## config.mk

```make
export PLATFORM = sky130hd
export DESIGN_NAME = nf_hist_filter
export DESIGN_NICKNAME = d
export VERILOG_FILES = /design/src/rtl/nf_hist_filter.sv
export SDC_FILE = /design/constraint.sdc
export NUM_CORES = 1
export LEC_CHECK = 0
export ABC_AREA = 1
export BUFFER_PORTS_ARGS = -buffer_cell sky130_fd_sc_hd__buf_2
export CAP_MARGIN = 20
export CELL_PAD_IN_SITES_DETAIL_PLACEMENT = 1
export CELL_PAD_IN_SITES_GLOBAL_PLACEMENT = 2
export CORE_AREA = 2 2 290 292
export DETAILED_ROUTE_END_ITERATION = 8
export DIE_AREA = 0 0 292 294
export PLACE_DENSITY_LB_ADDON = 0.15
export SLEW_MARGIN = 20
export SYNTH_ARGS = -nofsm -noshare
export SYNTH_HDL_FRONTEND = slang
export SYNTH_SLANG_ARGS = --single-unit
```

## constraint.sdc

```tcl
create_clock -name clk -period 5.6 [get_ports clk]
set_input_delay 0 -clock clk [delete_from_list [all_inputs] [get_ports clk]]
set_output_delay 0 -clock clk [all_outputs]
set_load 0.02 [all_outputs]
```

## src/rtl/nf_hist_filter.sv

```systemverilog
module nf_hist_filter #(
  parameter int SLOTS    = 6,
  parameter int DEPTH    = 5,
  parameter int RAW_W    = 9,
  parameter int OUT_W    = 16,
  parameter int THR_W    = 8,
  parameter int FILT_WIN = 5,
  parameter int MAX_GOOD = -110,
  parameter int MIN_BAD  = -140,
  parameter int MAX_HIGH = -60
) (
  input  logic                     clk,
  input  logic                     rst_n,
  input  logic                     start,
  input  logic                     meas_done,
  input  logic [SLOTS*RAW_W-1:0]   raw_in,
  input  logic [SLOTS-1:0]         slot_en,
  input  logic [THR_W-1:0]         thresh,
  output logic                     busy,
  output logic                     done,
  output logic [OUT_W-1:0]         raw_nf,
  output logic                     intf,
  output logic [SLOTS*OUT_W-1:0]   nf_out
);

  localparam int IDX_W  = (DEPTH > 1) ? $clog2(DEPTH) : 1;
  localparam int CMAX   = (DEPTH > FILT_WIN) ? DEPTH : FILT_WIN;
  localparam int CNT_W  = $clog2(CMAX + 1);
  localparam int SLOT_W = (SLOTS > 1) ? $clog2(SLOTS) : 1;
  localparam int PASS_W = $clog2(DEPTH + 1);
  localparam int MID    = (DEPTH - 1) >> 1;
  localparam logic signed [OUT_W-1:0] LO_V   = OUT_W'(MIN_BAD);
  localparam logic signed [OUT_W-1:0] HI_V   = OUT_W'(MAX_HIGH);
  localparam logic signed [OUT_W-1:0] GOOD_V = OUT_W'(MAX_GOOD);

  typedef enum logic [2:0] {S_IDLE, S_SLOT, S_SORT, S_PICK, S_NEXT} st_t;

  st_t                      st;
  logic [SLOT_W-1:0]        slot;
  logic [PASS_W-1:0]        pass;
  logic [SLOTS-1:0]         en_q;
  logic signed [OUT_W-1:0]  hist [SLOTS][DEPTH];
  logic [IDX_W-1:0]         widx [SLOTS];
  logic [CNT_W-1:0]         cnt  [SLOTS];
  logic signed [OUT_W-1:0]  filt [SLOTS];
  logic signed [OUT_W-1:0]  samp [SLOTS];
  logic signed [OUT_W-1:0]  srt    [DEPTH];
  logic signed [OUT_W-1:0]  srt_nx [DEPTH];

  function automatic logic signed [OUT_W-1:0] sx(input logic [RAW_W-1:0] r);
    return {{(OUT_W-RAW_W){r[RAW_W-1]}}, r};
  endfunction

  logic signed [OUT_W-1:0] cur_s, thr_x, raw0_x;
  logic                    in_rng;
  logic [IDX_W-1:0]        idx_nx;

  assign cur_s  = samp[slot];
  assign thr_x  = {{(OUT_W-THR_W){thresh[THR_W-1]}}, thresh};
  assign raw0_x = sx(raw_in[RAW_W-1:0]);
  assign in_rng = (cur_s >= LO_V) && (cur_s <= HI_V);
  assign idx_nx = (widx[slot] == IDX_W'(DEPTH-1)) ? '0 : widx[slot] + 1'b1;
  assign busy   = (st != S_IDLE);

  always_comb begin
    srt_nx = srt;
    for (int i = 0; i < DEPTH-1; i++) begin
      if ((i[0] == pass[0]) && (srt[i+1] > srt[i])) begin
        srt_nx[i]   = srt[i+1];
        srt_nx[i+1] = srt[i];
      end
    end
  end

  genvar g;
  generate
    for (g = 0; g < SLOTS; g++) begin : g_out
      assign nf_out[g*OUT_W +: OUT_W] = filt[g];
    end
  endgenerate

  always_ff @(posedge clk) begin
    if (!rst_n) begin
      st     <= S_IDLE;
      slot   <= '0;
      pass   <= '0;
      en_q   <= '0;
      done   <= 1'b0;
      intf   <= 1'b0;
      raw_nf <= '0;
      for (int s = 0; s < SLOTS; s++) begin
        widx[s] <= '0;
        cnt[s]  <= CNT_W'(FILT_WIN);
        filt[s] <= GOOD_V;
        samp[s] <= '0;
        for (int d = 0; d < DEPTH; d++) hist[s][d] <= GOOD_V;
      end
      for (int d = 0; d < DEPTH; d++) srt[d] <= '0;
    end else begin
      done <= 1'b0;
      case (st)
        S_IDLE: begin
          if (start) begin
            if (meas_done) begin
              for (int s = 0; s < SLOTS; s++)
                samp[s] <= sx(raw_in[s*RAW_W +: RAW_W]);
              en_q <= slot_en;
              intf <= (raw0_x > thr_x);
              slot <= '0;
              st   <= S_SLOT;
            end else begin
              raw_nf <= '0;
              intf   <= 1'b0;
              done   <= 1'b1;
            end
          end
        end
        S_SLOT: begin
          if (en_q[slot]) begin
            hist[slot][widx[slot]] <= cur_s;
            widx[slot] <= idx_nx;
            if (cnt[slot] != '0) begin
              if (in_rng) begin
                cnt[slot]  <= cnt[slot] - 1'b1;
                filt[slot] <= cur_s;
              end else begin
                cnt[slot] <= CNT_W'(DEPTH);
              end
              st <= S_NEXT;
            end else begin
              for (int d = 0; d < DEPTH; d++)
                srt[d] <= (IDX_W'(d) == widx[slot]) ? cur_s : hist[slot][d];
              pass <= '0;
              st   <= S_SORT;
            end
          end else begin
            st <= S_NEXT;
          end
        end
        S_SORT: begin
          srt  <= srt_nx;
          pass <= pass + 1'b1;
          if (pass == PASS_W'(DEPTH-1)) st <= S_PICK;
        end
        S_PICK: begin
          filt[slot] <= srt[MID];
          st <= S_NEXT;
        end
        S_NEXT: begin
          if (slot == SLOT_W'(SLOTS-1)) begin
            done   <= 1'b1;
            raw_nf <= filt[0];
            st     <= S_IDLE;
          end else begin
            slot <= slot + 1'b1;
            st   <= S_SLOT;
          end
        end
        default: st <= S_IDLE;
      endcase
    end
  end

endmodule

```

# Word level (Yosys, flattened, before mapping)
# Memory sizes are Yosys's and may differ from the RTL's. A register that Yosys moved wholly into a read port is not among the register bits.
# Cells that the tools add are included.
# W data, S select, Z words.
# word_totals
register_bits	113
latch_bits	0
ram_bits	708
romBits	0
input_bits	72
out_inout_bits	115
elab_cells	186
mem_count	5
# memory_table
name	depth	width	read_ports	rd_clocked_by_memory_dff	wr	line	text
hist	6	80	1	1	6	42	logic signed [OUT_W-1:0] hist [SLOTS][DEPTH];
filt	6	16	6	0	6	45	logic signed [OUT_W-1:0] filt [SLOTS];
samp	6	16	1	1	6	46	logic signed [OUT_W-1:0] samp [SLOTS];
cnt	6	3	1	1	6	44	logic [CNT_W-1:0] cnt [SLOTS];
widx	6	3	1	1	6	43	logic [IDX_W-1:0] widx [SLOTS];
# op_classes
addsub	4
n_mul	0
div	0
magnitude_cmp	10
eq_ne	24
shifts	0
muxes	94
bitwise_logic	10
reduce_logical	27
# op_table
op	n
$mux W80	5
$mux W16	17
$pmux W80 S2	1
$mux W32	4
$reduce_or A80 Y1	1
$mux W3	26
$gt A16 B16 Y1	4
$demux W16 S3	1
$mux W1	34
$pmux W16 S2	1
$reduce_and A4 Y1	7
$ne A2 B2 Y1 const B	10
$ge A16 B9 Y1 const B	1
$le A16 B7 Y1 const B	1
$reduce_or A16 Y1	1
$pmux W3 S5	1
$eq A3 B3 Y1 const B	4
$pmux W3 S2	2
$add A3 B1 Y3 const B	3
$gt A9 B8 Y1	1
$ne A3 B3 Y1 const B	3
$reduce_and A3 Y1	3
$or A1 B1 Y1	8
$eq A2 B3 Y1 const A	2
18 further kinds	28

# Longest topological paths before layout
# Gate-level depths: netlist of run 1.
# depth
ltp_word	11
depth_mapped	24
mapped_depth_nobuf	18

# Worst setup path before layout of run 1
# Ideal clock, no wire load.
# synth_path
path_type	register to register
start	register with a tool-made name
end	memory filt[0][0], enable pin
setup_time_ns	0.372
t_arrival_ns	3.519
required_ns	5.228
path_slack_ns	1.709
path_stages_with_launch	24
path_buffers	8
synth_period_minus_slack_ns	3.891
path_cell_list	dfxtp_1 > buf_4 > inv_2 > buf_6 > buf_4 > buf_6 > buf_2 > buf_4 > buf_2 > nor2_1 > o22ai_1 > inv_1 > o21ai_1 > inv_1 > ha_1 > ha_1 > inv_1 > nand2_1 > nor2_1 > nand3_2 > nand2_2 > buf_4 > nand2_1 > nand2_1
# synth_rtl
element	line
end: declaration	45

==> results of run 1 <==
## worst paths after layout
kind	endpoint	slack, ps	cells past startpoint
hold reg to reg	raw_nf[12]	460	2
hold / removal	srt[52]	-10	3
setup reg to reg	filt[1][2]	1130	15
setup / recovery	filt[1][2]	1130	15
## flip-flops by register name (all words and copies together), names as in the netlist, 6 cells and up, named ones only
name,count
cnt,24
hist,360
raw_nf,16
samp,54
filt,96
en_q,6
widx,24
srt,80
## power by group through the flow
stage / logic [W] / registers [W] / clock network [W]
after detailed placement: 0.00123 / 0.00580 / 0
final: 0.00129 / 0.00569 / 0.00512
after global placement: 0.00121 / 0.00579 / 0
after floorplan: 0.000679 / 0.00577 / 0
after global routing: 0.00139 / 0.00570 / 0.00539
after CTS: 0.00128 / 0.00569 / 0.00522
## cell type report
| cell class | instances | area (sq um) |
|---|---|---|
| tap | 1080 | 1350 |
| multi-input combinational | 2355 | 11400 |
| clock inverter | 48 | 470 |
| inverter | 281 | 1060 |
| sequential | 674 | 19100 |
| fill | 9511 | 45500 |
| timing repair buffer | 301 | 1980 |
| clock buffer | 97 | 2050 |
## logic make-up after synthesis
logic type / after synthesis / share of synthesized area (%)
other: 1 / 0.0117
and+or+nand+nor: 1620 / 21.3
xor gates and xnor gates: 2 / 0.0548
AOI/OAI and AO/OA: 547 / 9.58
buffers and inverters: 487 / 6.03
adders and majority gates: 84 / 3.29
DFF: 674 / 59.7
## worst max-delay path, delay by kind of cell (launching register included)
kind / cells / cell delay (ps)
and+or+nand+nor: 7 / 1550
buffers and inverters: 3 / 720
AOI/OAI and AO/OA: 3 / 690
DFF: 1 / 620
adders and majority gates: 2 / 500
## routing by layer
layer	vias up	GRT usage, %
met2	550	42.7
met3	151	3.10
met5	-	0
li1	12000	-
met4	0	7.82
met1	12900	31.7
## metrics by stage
step	instances	util, %	hold WS [ps]	total power, W	setup WS, ps
floorplan	3516	-	139	0.00645	1710
global placement	4619	41.1	236	0.00700	1400
detailed placement	4619	41.1	243	0.00703	1180
CTS	4834	45.0	15.1	0.0122	1120
global route	4836	45.1	29.1	0.0125	702
finish	4836	45.1	-13.5	0.0121	1130
## what timing repair did
action                    4_1_cts  5_1_grt
setup buffers                   0        0
hold endpoints to repair       75        0
hold buffers                   70        0
## layout by cell type, fill, tap and decap left out, types with 16 or more instances in the layout
master and instances:
sky130_fd_sc_hd__clkinv_2 23, sky130_fd_sc_hd__o221ai_1 21, sky130_fd_sc_hd__edfxtp_1 558, sky130_fd_sc_hd__nand3_1 175, sky130_fd_sc_hd__buf_2 185, sky130_fd_sc_hd__conb_1 102, sky130_fd_sc_hd__buf_4 45, sky130_fd_sc_hd__nor2_4 21
sky130_fd_sc_hd__nand4_1 73, sky130_fd_sc_hd__o211ai_1 33, sky130_fd_sc_hd__clkinv_1 16, sky130_fd_sc_hd__inv_2 40, sky130_fd_sc_hd__o21ai_0 291, sky130_fd_sc_hd__clkbuf_16 79, sky130_fd_sc_hd__dfxtp_1 113, sky130_fd_sc_hd__a21oi_1 84
sky130_fd_sc_hd__clkbuf_1 17, sky130_fd_sc_hd__nor2_1 639, sky130_fd_sc_hd__ha_1 84, sky130_fd_sc_hd__inv_1 233, sky130_fd_sc_hd__dlygate4sd3_1 70, sky130_fd_sc_hd__nand2_1 666, sky130_fd_sc_hd__o22ai_1 86
==> impl_results.md, run 1 <==
* TritonCTS clock tree: yes
* Yosys Warn Count at 0
* Required time reported for the critical path endpoint at 5850 ps
* Worst Path Arrival at 4720 ps
* Count of pins on the block boundary at 187
* Highest cell delay on the worst timing path at 620 ps
* First-pass GRT wire length at 161000 um
* MaxCap Viol Count at 0
* Tot GR Track Use at 24.5%
* Vias at 25600
* Initial Utilization at 38.5%
* Initial DRC Count at 1552
* Inserted Clock Buffers at 78
* Most instantiated flip-flop cell in the synthesis netlist: sky130_fd_sc_hd__edfxtp_1
* Met1 layer wirelength in the final routing at 45600 um
* Critical path peak fanout at 44
* Met2 Routed Length at 52800 um
* Setup TNS Final at 0 ps
* Proportion of layout cells with a drive suffix above 1 at 12.3%
* Number of standard cells after synthesis at 3415
* Start-to-end type of the worst setup path: flop to flop
* Worst hold margin at -13.5 ps
* Dominant cell type by area after synthesis: sky130_fd_sc_hd__edfxtp_1
* Synth async-reset ratio at 0%
* Nature of the critical path endpoint: flop
* CTS H-Tree Depth at 3
* Max-slew violation count at 0
* Placed Area at 34100 sq um
* Clock skew at 31.6 ps
* Post-cts gate resize count at 0
* Number of nets in the final layout at 3847
* Count of input and output buffers at 186
* Die Width at 292 um
* Top achievable clock speed at 224 MHz
* Max layer used: met4
* Number of buffers on the longest clock path at 3
* Critical-path cell list: buf_4, o21ai_0, o22ai_1, nand2_1, o21ai_1, inv_1, ha_1, ha_1, inv_1, nand2_1, nor2_1, nand3_2, nand2_2, nand2_1, nand2_1
* Crit-path slowest cell: sky130_fd_sc_hd__dfxtp_4
* Largest net degree at the start of global routing at 90
* Failing checks: hold timing
* Fraction of power consumed by the clock network at 42.3%
* Average instance area after synthesis at 9.36 sq um
* Clock-pin slew on the worst setup and hold paths at 60 ps
* Placer congestion estimate at 0.830
* Cell internal power dissipation at 0.00885 W
* Leading cell type by number of instances after synthesis: sky130_fd_sc_hd__nand2_1
* Drt drc at 0
* Transition at the pin with the smallest max-transition slack at 1100 ps
* Dominant cells by area after synthesis: sky130_fd_sc_hd__edfxtp_1, sky130_fd_sc_hd__nand2_1, sky130_fd_sc_hd__nor2_1, sky130_fd_sc_hd__dfxtp_1, sky130_fd_sc_hd__o21ai_0
* HP Class: primary input to flop
* Category of the worst setup path launch point: flop
* Leading cell types by count after synthesis: sky130_fd_sc_hd__nand2_1, sky130_fd_sc_hd__nor2_1, sky130_fd_sc_hd__edfxtp_1
* Vertical die dimension at 294 um
* Grt ovf at 0
* Number of detailed-route iterations in the first pass at 5
* Avg WL per Cell at 22.0 um
* Sequential share of the synthesized area at 59.7%
* Post-synth EDFFs at 558
* Met3 wirelength from detailed routing at 4780 um
* Clock tree sinks at 674
* Row count at 106
* Worst slew margin relative to its limit at 26.6%
* Core Region at 82900 sq um
* Final setup violating endpoints at 0
* Peak supply drop at 0.203 mV
* Combinational share of power at 10.6%
* Antenna violations before repair at 3
* Reg power frac at 47.1%
* Power Density at 324 nW/um^2
* Design area at 37400 sq um
* Total wire length after detailed routing at 106000 um
* Relative area change from synthesis to final layout at 17.0%
* Period utilization at 79.8%
* Min-Delay Startpoint: rst_n
* Run status: finished, violations left
* Overall die area at 85800 sq um
* Leakage power of the design at 14.3 nW
* Ratio of routed vias to standard cells at 5.29
* Diodes inserted at 0
* Source-to-sink clock delay at the later pin of the worst-skew pair at 640 ps
* Flop and latch count out of synthesis at 674
* Post-layout minimum cycle time at 4470 ps
* Setup repair after global routing missed its margin: false
* Final Hold Viols at 1
* Area share of the largest cell type after synthesis at 52.4%
* Half-perimeter wire length of the detailed placement result at 70600 um
* ANT nets after route at 0
* Vias in the first global route at 26700
* Count of different cell masters after synthesis at 46
* Cell with the most instances on the worst path: sky130_fd_sc_hd__nand2_1
* Net Switching at 0.00324 W
* Fraction of power spent switching nets at 26.8%
* Synthesized cell area at 31900 sq um
* Root cell of the clock tree: sky130_fd_sc_hd__clkbuf_16
(Power assumes the default switching activity.)
==> run 2: changes to the inputs <==
clock period = 4.3 ns   (was 5.6 ns; I/O delays follow)
==> run 2 against run 1 <==
Effect of this change: the run now ends clean; critical path type unchanged; core utilization is 0.10 points higher; worst setup slack got worse by 680 ps; cell count up 0.33%; sequential power rose by 30%; design area is 0.23% higher; sequential cell count is the same; clock power rose by 27%; via count about the same; first-iteration DRC count increased by 20%; power up 29%; non-clock buffer count is 24 higher; clock-buffer cell count is 4 higher.
==> impl_results.md, run 2 (synthesized netlist as in run 1, its figures left out) <==
* Leakage power of the design at 14.4 nW
* Number of nets in the final layout at 3870
* Power Density at 417 nW/um^2
* Diodes inserted at 0
* Number of buffers on the longest clock path at 3
* Worst slew margin relative to its limit at 32.0%
* Critical path peak fanout at 52
* Grt ovf at 0
* Period utilization at 89.4%
* Worst Path Arrival at 4100 ps
* ANT nets after route at 0
* Ratio of routed vias to standard cells at 5.27
* Overall die area at 85800 sq um
* First-pass GRT wire length at 161000 um
* Category of the worst setup path launch point: flop
* Initial Utilization at 38.5%
* Register with the highest flop count: hist
* Setup TNS Final at 0 ps
* Clock tree sinks at 674
* Clock skew at 25.5 ps
* Required time reported for the critical path endpoint at 4560 ps
* Top Registers: hist x360, filt x96, srt x80
* Relative area change from synthesis to final layout at 17.2%
* Die Width at 292 um
* Top achievable clock speed at 260 MHz
* Clock-pin slew on the worst setup and hold paths at 60 ps
* Number of detailed-route iterations in the first pass at 7
* Setup repair after global routing missed its margin: false
* Vias at 25600
* Antenna violations before repair at 2
* Final setup violating endpoints at 0
* Final Hold Viols at 0
* Number of flip-flops in the largest register at 360
* MaxCap Viol Count at 0
* Avg WL per Cell at 21.7 um
* Post-layout minimum cycle time at 3850 ps
* Row count at 106
* HP Class: primary input to flop
* Half-perimeter wire length of the detailed placement result at 70900 um
* Total wire length after detailed routing at 105000 um
* Post-Place Cells at 4642
* Most used cells in the layout excluding fill and tap cells: sky130_fd_sc_hd__nand2_1, sky130_fd_sc_hd__nor2_1, sky130_fd_sc_hd__edfxtp_1
* Largest net degree at the start of global routing at 83
* TritonCTS clock tree: yes
* Peak supply drop at 0.314 mV
* Post-layout instance count excluding filler cells at 4852
* Vertical die dimension at 294 um
* Inserted Clock Buffers at 77
* Most common cell after layout, fill and taps aside: sky130_fd_sc_hd__nand2_1
* Nature of the critical path endpoint: flop
* Start-to-end type of the worst setup path: flop to flop
* Vias in the first global route at 26700
* Drt drc at 0
* Proportion of layout cells with a drive suffix above 1 at 12.2%
* Tot GR Track Use at 24.4%
* Placer congestion estimate at 0.831
* Count of pins on the block boundary at 187
* Setup Buffers After CTS at 0
* Root cell of the clock tree: sky130_fd_sc_hd__clkbuf_16
* Run status: finished clean
* Transition at the pin with the smallest max-transition slack at 1020 ps
* Count of input and output buffers at 186
* Initial DRC Count at 1860
* Core Region at 82900 sq um
* CTS H-Tree Depth at 3
* Max-slew violation count at 0
* Source-to-sink clock delay at the later pin of the worst-skew pair at 640 ps
==> run 2: cell count changes in the layout (fill, tap and decap cells not counted), sizes merged <==
cell / change
buf: +21
clkinv: -8
clkbuf: +4
clkinvlp: -3
dlygate4sd3: +3
bufinv: -1
==> run 2: area by class of cell <==
class                      count  area (sq um)
clock buffer                 101          2100
clock inverter                36           342
fill                        9468         45400
inverter                     281          1060
multi-input combinational   2355         11400
sequential                   674         19100
tap                         1080          1350
timing repair buffer         325          2160
==> run 2: timing repair <==
action,4_1_cts,5_1_grt
endpoints found under the hold margin,88,0
hold buffers,73,0
gates resized for setup,0,0
==> run 2: path summary, 6_finish.rpt <==
path	start	to	slack, ps	cells past startpoint
worst min-delay path	raw_in[25]	samp[2][7]	200	4
worst max-delay path	flop	filt[1][13]	450	15
worst min register to register	raw_nf[13]	raw_nf[13]	460	2
worst max register to register	flop	filt[1][13]	450	15
==> run 2: power breakdown <==
| group | switching (W) | internal, W |
|---|---|---|
| clock | 0.00272 | 0.00380 |
| combinational | 0.00130 | 0.000392 |
| sequential | 0.0000843 | 0.00732 |
==> run 2: worst max-delay path, stage by stage, from the launching register on <==
cell,delay [ps]
sky130_fd_sc_hd__dfxtp_4,510
sky130_fd_sc_hd__inv_6,370
sky130_fd_sc_hd__o21ai_0,130
sky130_fd_sc_hd__o22ai_1,120
sky130_fd_sc_hd__inv_1,60
sky130_fd_sc_hd__o21ai_1,160
sky130_fd_sc_hd__inv_1,70
sky130_fd_sc_hd__ha_1,200
sky130_fd_sc_hd__ha_1,280
sky130_fd_sc_hd__inv_1,110
sky130_fd_sc_hd__nand2_1,90
sky130_fd_sc_hd__nor2_1,130
sky130_fd_sc_hd__nand3_2,190
sky130_fd_sc_hd__nand2_2,350
sky130_fd_sc_hd__nand2_1,90
sky130_fd_sc_hd__nand2_1,570
==> run 2: through the flow <==
step,area [sq um],setup WS [ps],power [W],util [%],hold slack (ps)
detailed placement,34300,475,0.00917,41.4,243
finish,37500,455,0.0156,45.2,202
CTS,37500,446,0.0157,45.2,181
floorplan,32300,409,0.00839,-,139
global route,37500,30.1,0.0162,45.2,224
global placement,34300,619,0.00912,41.4,228
==> run 2: per-layer routing <==
| metal | GRT usage [%] | vias to the layer above | share of wire, % |
|---|---|---|---|
| li1 | - | 12100 | - |
| met1 | 31.9 | 12900 | 44 |
| met2 | 42.7 | 526 | 50 |
| met3 | 3.07 | 123 | 4.1 |
| met4 | 6.79 | 0 | 2.3 |
| met5 | 0 | - | 0 |
==> run 3: changes to the inputs <==
MAX_ROUTING_LAYER = met4   (was unset)
==> run 3 against run 2 <==
Effect of this change: design area unchanged; fmax about the same; die area unchanged; largest power group unchanged; cell count unchanged; clock-buffer cell count unchanged; power about the same.
==> impl_results.md, run 3 (synthesized netlist as in run 1, its figures left out) <==
* Number of flip-flops in the largest register at 360
* GR Layer Usage met2 at 42.7%
* CTS H-Tree Depth at 3
* Tot GR Track Use at 25.2%
* Total wire length after detailed routing at 106000 um
* Period utilization at 89.5%
* Internal reg-to-reg setup slack at 450 ps
* Antenna violations before repair at 2
* Met3 GRT Util at 2.82%
* Fraction of power spent switching nets at 26.2%
* Worst Path Arrival at 4110 ps
* TritonCTS clock tree: yes
* Diodes inserted at 0
* Vertical die dimension at 294 um
* Overall die area at 85800 sq um
* Register with the highest flop count: hist
* Drt drc at 0
* Relative area change from synthesis to final layout at 17.2%
* Setup Buffers After CTS at 0
* Critical path peak fanout at 52
* Clock tree sinks at 674
* Initial DRC Count at 1989
* Most used cells in the layout excluding fill and tap cells: sky130_fd_sc_hd__nand2_1, sky130_fd_sc_hd__nor2_1, sky130_fd_sc_hd__edfxtp_1
* Post-layout minimum cycle time at 3850 ps
* Worst Hold Path EP: samp[2][7]
* Top Registers: hist x360, filt x96, srt x80
* Clock skew at 25.1 ps
* Leakage power of the design at 14.4 nW
* Combinational share of power at 10.8%
* Setup TNS Final at 0 ps
* Category of the worst setup path launch point: flop
* Run status: finished clean
* Nature of the critical path endpoint: flop
* Met1 track demand over resource in global routing at 32.1%
* Row count at 106
* Number of buffers on the longest clock path at 3
* Placer congestion estimate at 0.844
* Peak supply drop at 0.312 mV
* Proportion of layout cells with a drive suffix above 1 at 12.2%
* Vias in the first global route at 26600
* MaxCap Viol Count at 0
* Top achievable clock speed at 260 MHz
* Most common cell after layout, fill and taps aside: sky130_fd_sc_hd__nand2_1
* Root cell of the clock tree: sky130_fd_sc_hd__clkbuf_16
* Grt ovf at 0
* Net Switching at 0.00410 W
* Setup repair after global routing missed its margin: false
* Inserted Clock Buffers at 77
* Core Region at 82900 sq um
* Avg WL per Cell at 21.8 um
* First-pass GRT wire length at 161000 um
* Number of detailed-route iterations in the first pass at 7
* Fraction of power consumed by the clock network at 41.7%
* Most used routing layer: met2
* Final setup violating endpoints at 0
* Final Hold Viols at 0
* Count of input and output buffers at 186
* Min-Delay Startpoint: raw_in[25]
* Power Density at 417 nW/um^2
* Worst Reg-to-Reg Cells at 15
* Worst slew margin relative to its limit at 31.0%
* Destination of the worst register-to-register timing path: filt[1][13]
* Reg power frac at 47.4%
* Largest net degree at the start of global routing at 83
* Cell internal power dissipation at 0.0115 W
* Max-slew violation count at 0
* Number of cells traversed by the worst hold path at 4
* Transition at the pin with the smallest max-transition slack at 1030 ps
* ANT nets after route at 0
* Initial Utilization at 38.5%
* Ratio of routed vias to standard cells at 5.29
* Placed Area at 34300 sq um
* Start-to-end type of the worst setup path: flop to flop
* Number of nets in the final layout at 3870
* Die Width at 292 um
* HP Class: primary input to flop
* Clock-pin slew on the worst setup and hold paths at 60 ps
* Count of pins on the block boundary at 187
* Source-to-sink clock delay at the later pin of the worst-skew pair at 640 ps
* Design area at 37500 sq um
* Half-perimeter wire length of the detailed placement result at 70900 um
* Required time reported for the critical path endpoint at 4560 ps
* Vias at 25700
## run 3: cell type report
class                           instances  area, sq um
Sequential cell                       674        19100
Clock inverter                         36          342
Tap cell                             1080         1350
Clock buffer                          101         2100
Fill cell                            9468        45400
Inverter                              281         1060
Multi-Input combinational cell       2355        11400
Timing Repair Buffer                  325         2160
## run 3: power by group through the flow
| stage | clock network, W | logic, W | registers, W |
|---|---|---|---|
| floorplan | 0 | 0.000884 | 0.00751 |
| finish | 0.00651 | 0.00169 | 0.00740 |
| global route | 0.00691 | 0.00182 | 0.00742 |
| detailed placement | 0 | 0.00163 | 0.00754 |
| CTS | 0.00664 | 0.00168 | 0.00740 |
| global placement | 0 | 0.00159 | 0.00753 |
## run 3: routing by layer
layer	routed length, um	vias to the layer above	part of all wire (%)
li1	-	12100	-
met1	45900	12900	43
met2	53000	516	50
met3	4340	129	4.1
met4	2390	0	2.3
met5	0	-	0
## run 3: how the worst max path moves through the flow
stage,start,to,slack (ps)
global placement,flop,filt[1][13],620
finish,flop,filt[1][13],450
global route,flop,filt[1][10],20
floorplan,flop,filt[0][0],410
CTS,flop,filt[2][14],450
detailed placement,flop,filt[2][14],480
## run 3: worst max-delay path, cell delays in order (launching register included)
cell and delay [ps]:
sky130_fd_sc_hd__dfxtp_4 510, sky130_fd_sc_hd__inv_6 370, sky130_fd_sc_hd__o21ai_0 130, sky130_fd_sc_hd__o22ai_1 120
sky130_fd_sc_hd__inv_1 60, sky130_fd_sc_hd__o21ai_1 170, sky130_fd_sc_hd__inv_1 70, sky130_fd_sc_hd__ha_1 200
sky130_fd_sc_hd__ha_1 280, sky130_fd_sc_hd__inv_1 110, sky130_fd_sc_hd__nand2_1 90, sky130_fd_sc_hd__nor2_1 130
sky130_fd_sc_hd__nand3_2 190, sky130_fd_sc_hd__nand2_2 350, sky130_fd_sc_hd__nand2_1 90, sky130_fd_sc_hd__nand2_1 570
## run 3: per-stage QoR
stage,worst slack [ps],std cells,total power [W],hold WS (ps),utilization (%)
after floorplan,409,3516,0.00839,139,-
after global placement,619,4642,0.00912,228,41.4
after detailed placement,475,4642,0.00917,243,41.4
after CTS,446,4852,0.0157,181,45.2
after global routing,24.3,4852,0.0162,224,45.2
final,453,4852,0.0156,204,45.2
## run 3: timing repair
action	4_1_cts	5_1_grt
hold buffers	73	0
hold endpoints to repair	88	0
resized for setup	0	0
